===== config.mk =====
export PLATFORM = sky130hd
export DESIGN_NAME = hdx_bus_ctrl
export DESIGN_NICKNAME = d
export VERILOG_FILES = /design/src/rtl/hdx_pkg.sv /design/src/rtl/hdx_bus_drive.sv /design/src/rtl/hdx_trail_seq.sv /design/src/rtl/hdx_tx_capture.sv /design/src/rtl/hdx_bus_ctrl.sv
export SDC_FILE = /design/constraint.sdc
export NUM_CORES = 1
export LEC_CHECK = 0
export BUFFER_PORTS_ARGS = -buffer_cell sky130_fd_sc_hd__buf_2
export CORE_MARGIN = 2
export CORE_UTILIZATION = 30
export CTS_CLUSTER_DIAMETER = 200
export CTS_CLUSTER_SIZE = 28
export DETAILED_ROUTE_END_ITERATION = 10
export GPL_TIMING_DRIVEN = 1
export PLACE_DENSITY = 0.59
export SYNTH_ARGS = -nofsm -noshare
export SYNTH_HDL_FRONTEND = slang
export SYNTH_SLANG_ARGS = --single-unit

===== constraint.sdc =====
create_clock -name clk -period 3.75 [get_ports clk]
set_input_delay 1.125 -clock clk [delete_from_list [all_inputs] [get_ports clk]]
set_output_delay 1.125 -clock clk [all_outputs]
set_load 0.01 [all_outputs]

===== src/rtl/hdx_pkg.sv =====
package hdx_pkg;
  localparam int HDX_DATA_W    = 10;
  localparam int HDX_DRAIN_CYC = 6;
  localparam int HDX_FLUSH_CYC = 48;
endpackage


===== src/rtl/hdx_bus_drive.sv =====
module hdx_bus_drive #(
  parameter int DATA_W = hdx_pkg::HDX_DATA_W
) (
  input  logic              clk,
  input  logic              rst_n,
  input  logic              rx_en,
  input  logic [DATA_W-1:0] rx_data,
  output logic [DATA_W-1:0] bus_out,
  output logic              bus_oe
);
  always_ff @(posedge clk) begin
    if (!rst_n) begin
      bus_oe  <= 1'b0;
      bus_out <= '0;
    end else begin
      bus_oe  <= rx_en;
      bus_out <= rx_en ? rx_data : '0;
    end
  end


  tristate_chk: assert property (@(posedge clk) disable iff (!rst_n)
    !rx_en |=> (!bus_oe && bus_out == '0));


  rx_drive_chk: assert property (@(posedge clk) disable iff (!rst_n)
    rx_en |=> (bus_oe && bus_out == $past(rx_data)));
endmodule


===== src/rtl/hdx_trail_seq.sv =====
module hdx_trail_seq #(
  parameter int DRAIN_CYC = hdx_pkg::HDX_DRAIN_CYC,
  parameter int FLUSH_CYC = hdx_pkg::HDX_FLUSH_CYC
) (
  input  logic clk,
  input  logic rst_n,
  input  logic tx_en,
  input  logic capture,
  output logic step,
  output logic zero_fill,
  output logic buf_drained,
  output logic flush_done
);
  localparam int CNT_W = $clog2(FLUSH_CYC + 1);
  localparam logic [CNT_W-1:0] FLUSH_V = CNT_W'(FLUSH_CYC);
  localparam logic [CNT_W-1:0] DRAIN_V = CNT_W'(DRAIN_CYC);

  logic             seen_q;
  logic [CNT_W-1:0] cnt_q;

  assign step = !tx_en && seen_q && (cnt_q < FLUSH_V);

  always_ff @(posedge clk) begin
    if (!rst_n) begin
      seen_q    <= 1'b0;
      cnt_q     <= '0;
      zero_fill <= 1'b0;
    end else begin
      if (capture) seen_q <= 1'b1;
      if (tx_en)     cnt_q <= '0;
      else if (step) cnt_q <= cnt_q + 1'b1;
      zero_fill <= step;
    end
  end

  assign buf_drained = seen_q && (cnt_q >= DRAIN_V);
  assign flush_done  = seen_q && (cnt_q == FLUSH_V);


  flush_hold_chk: assert property (@(posedge clk) disable iff (!rst_n)
    (flush_done && !tx_en) |=> flush_done);


  abort_chk: assert property (@(posedge clk) disable iff (!rst_n)
    tx_en |=> (!buf_drained && !flush_done));
endmodule


===== src/rtl/hdx_tx_capture.sv =====
module hdx_tx_capture #(
  parameter int DATA_W = hdx_pkg::HDX_DATA_W
) (
  input  logic              clk,
  input  logic              rst_n,
  input  logic              capture,
  input  logic              step,
  input  logic [DATA_W-1:0] bus_in,
  output logic              tx_valid,
  output logic [DATA_W-1:0] tx_word
);
  always_ff @(posedge clk) begin
    if (!rst_n) begin
      tx_valid <= 1'b0;
      tx_word  <= '0;
    end else begin
      tx_valid <= capture || step;
      tx_word  <= capture ? bus_in : '0;
    end
  end


  capture_chk: assert property (@(posedge clk) disable iff (!rst_n)
    capture |=> (tx_valid && tx_word == $past(bus_in)));
endmodule


===== src/rtl/hdx_bus_ctrl.sv =====
module hdx_bus_ctrl #(
  parameter int DATA_W    = hdx_pkg::HDX_DATA_W,
  parameter int DRAIN_CYC = hdx_pkg::HDX_DRAIN_CYC,
  parameter int FLUSH_CYC = hdx_pkg::HDX_FLUSH_CYC
) (
  input  logic              clk,
  input  logic              rst_n,
  input  logic              tx_en,
  input  logic              rx_en,
  input  logic [DATA_W-1:0] bus_in,
  input  logic [DATA_W-1:0] rx_data,
  output logic [DATA_W-1:0] bus_out,
  output logic              bus_oe,
  output logic              tx_valid,
  output logic [DATA_W-1:0] tx_word,
  output logic              zero_fill,
  output logic              buf_drained,
  output logic              flush_done
);
  logic capture;
  logic step;

  assign capture = tx_en && !rx_en;

  hdx_bus_drive #(.DATA_W(DATA_W)) u_drive (
    .clk(clk), .rst_n(rst_n), .rx_en(rx_en), .rx_data(rx_data),
    .bus_out(bus_out), .bus_oe(bus_oe)
  );

  hdx_trail_seq #(.DRAIN_CYC(DRAIN_CYC), .FLUSH_CYC(FLUSH_CYC)) u_seq (
    .clk(clk), .rst_n(rst_n), .tx_en(tx_en), .capture(capture),
    .step(step), .zero_fill(zero_fill),
    .buf_drained(buf_drained), .flush_done(flush_done)
  );

  hdx_tx_capture #(.DATA_W(DATA_W)) u_cap (
    .clk(clk), .rst_n(rst_n), .capture(capture), .step(step),
    .bus_in(bus_in), .tx_valid(tx_valid), .tx_word(tx_word)
  );


  zero_word_chk: assert property (@(posedge clk) disable iff (!rst_n)
    zero_fill |-> (tx_valid && tx_word == '0));


  rx_priority_chk: assert property (@(posedge clk) disable iff (!rst_n)
    (tx_en && rx_en) |=> (bus_oe && (!tx_valid || zero_fill) == !tx_valid));


  drain_order_chk: assert property (@(posedge clk) disable iff (!rst_n)
    flush_done |-> buf_drained);
endmodule


==> results_dict.tcl <==
set metrics [dict create \
    drt_first_pass_iters 4 \
    stdcell_count 190 \
    antenna_found_initial 0 \
    hold_viol_final 0 \
    grt_pass1_vias 791 \
    hp-class "reg -> reg" \
    htreeDepth 2 \
    drive_gt1_frac 0.404 \
    final_cell_mix "buf_2, dfxtp_1, and3_1, a21oi_1, clkbuf_4" \
    cp_data_arrival_time_ps 1380 \
    dp_cells 182 \
    reg2reg_slack_ps 2410 \
    cts_setup_buffers 0 \
    min_period_over_period 0.668 \
    clk_latency_ps 330 \
    synth_fa_ha_area_frac 0.0253 \
    cts_tree "done" \
    coreArea_um2 3100 \
    required_ps 2620 \
    drt-total-wl_mm 2.08 \
    n_fill_cell 320 \
    synth_top_family_by_area "simple AND/OR/NAND/NOR gates" \
    final_common_cell "buf_2" \
    final-setup-viol-count 0 \
    r2r_start "u_seq.cnt_q[1]$_SDFFE_PP0P_" \
    rows 20 \
    drc 0 \
    pre_cts_ws_ps 1540 \
    avgSynthCellArea_um2 10.5 \
    fin_skew_ps 6.74 \
    synth-seq-area-share 0.606 \
    via_count 850 \
    clock_path_buffers 2 \
    vdd_drop_max_mv 0.237 \
    grt.total_usage 0.125 \
    die_area_um2 3780 \
    post_drt_wl_per_cell_um 11.0 \
    fmax_mhz 399 \
    grt_remaining_overflow 0 \
    die_height_um 61.5 \
    syn2layout_area_growth_pct 39.5 \
    r2r_cells 4 \
    final_antenna_net_count 0 \
    yosysUniqueCellTypes 22 \
    drv_cap 0 \
    synthXorXnorAreaFrac 0 \
    syn_area_um2 991 \
    p_leak_nw 0.712 \
    place.gp.congestion 0.725 \
    grt_max_degree 26 \
    diodes 0 \
    ys_ff_latch 30 \
    cts_hold_buffers 0 \
    synth_mux_area_frac 0 \
    slew_headroom 0.576 \
    synth_cells 94 \
    viasPerCell 4.47 \
    crit_type "reg -> out" \
    synth_compound_area_frac 0.0833 \
    layout_min_cycle_time_ps 2500 \
    yosys_warnings 0 \
    ctsResizeCount 0 \
    status "completed" \
    syn_nets 120 \
    critPathCaptureType "output port" \
    cts_sinks 30 \
    place.port_buffers 48 \
    finalWorstSetupSlack_ps 1250 \
    startpoint_type "register" \
    cp_max_fo 7 \
    drtIter0Drc 12 \
    tightestPinTransition_ps 635 \
    grt_pass1_wl_mm 3.35 \
    nNetsFinal 171 \
    synth-simple-area-share 0.259 \
    setup_tns_ps 0 \
    cts_buffers 5 \
    crit_path_start "u_seq.cnt_q[2]$_SDFFE_PP0P_" \
    power_per_cell_area_nw_per_um2 511 \
    holdCritStartpoint "u_seq.cnt_q[4]$_SDFFE_PP0P_" \
    path_clk_slew_ps 90 \
    whs_path_depth 2 \
    start_util 0.319 \
    final_max_slew_viol_count 0 \
    io_pins 49 \
    min_to "u_seq.cnt_q[4]$_SDFFE_PP0P_" \
    dieWidth_um 61.5 \
    place_hpwl_mm 1.55 \
    rsz0062_at_grt "no" \
    cts-root-buf "clkbuf_4" \
    r2r-end "u_seq.cnt_q[2]$_SDFFE_PP0P_" \
]
==> per-layer routing <==
metal	wire [um]	part of all wire	global-route usage
met5	0	0	0
met2	1000	0.48	0.205
met4	46	0.022	0.0699
met3	188	0.090	0.0609
met1	844	0.41	0.131
==> cells in the mapped netlist <==
library cell	count	area, um^2
dfxtp_1	30	601
and3_1	22	138
a21oi_1	5	25.0
clkbuf_1	4	15.0
nand3_1	4	20.0
inv_1	3	11.3
nor2b_1	3	18.8
o31ai_1	3	22.5
and2_1	2	12.5
ha_1	2	25.0
nand2_1	2	7.51
nand2b_1	2	12.5
o21ai_0	2	10.0
or4_1	2	15.0
a2111oi_0	1	8.76
a41oi_1	1	8.76
and2_4	1	8.76
nor2_1	1	3.75
nor4_1	1	6.26
o21a_1	1	7.51
or2_2	1	6.26
or3_2	1	7.51
==> where the power goes <==
group	total (mW)	internal [mW]	switching, mW	leakage, nW
registers	0.331	0.328	0.00288	0.245
clock network	0.335	0.226	0.109	0.0585
logic	0.0411	0.0206	0.0204	0.409
total	0.707	0.574	0.132	0.712
==> flip-flops by register name, indices dropped and copies added, names as in the netlist <==
name             count
u_seq.zero_fill      1
u_cap.tx_valid       1
u_drive.bus_oe       1
u_cap.tx_word       10
u_seq.cnt_q          6
u_drive.bus_out     10
u_seq.seen_q         1
==> cell families after synthesis <==
family / after synthesis
adder cells (fa/ha/maj): 2
buffers and inverters: 7
AO/OA/AOI/OAI: 13
AND/OR/NAND/NOR: 42
flip-flops: 30
==> critical path, cell delays in order, from the launching register on <==
cell       delay (ps)
dfxtp_1           370
a2111oi_0         450
nor2b_1            80
buf_2             150
==> worst max-delay path by stage <==
stage	to	slack [ps]	cells past startpoint
finish	buf_drained	1250	3
global route	buf_drained	1090	3
CTS	buf_drained	1220	3
detailed placement	u_seq.cnt_q[3]$_SDFFE_PP0P_	1540	4
global placement	u_seq.cnt_q[3]$_SDFFE_PP0P_	1600	4
floorplan	flush_done	1710	4
==> area by class of cell <==
class	instances	area [um^2]	area share
clock buffer	6	51.3	0.0371
clock inverter	2	60.1	0.0434
inverter	3	11.3	0.00814
multi-input combinational	57	364	0.263
sequential	30	601	0.434
tap	44	55.1	0.0398
timing repair buffer	48	240	0.174
==> per-stage QoR <==
step | cell area (um^2) | total power, mW | utilization | hold WS, ps
finish | 1380 | 0.707 | 0.446 | 537
floorplan | 991 | 0.357 | - | 487
global route | 1380 | 0.733 | 0.446 | 585
global placement | 1270 | 0.379 | 0.410 | 522
detailed placement | 1270 | 0.380 | 0.410 | 516
CTS | 1380 | 0.717 | 0.446 | 541
Power figures use the tool's default switching activity.
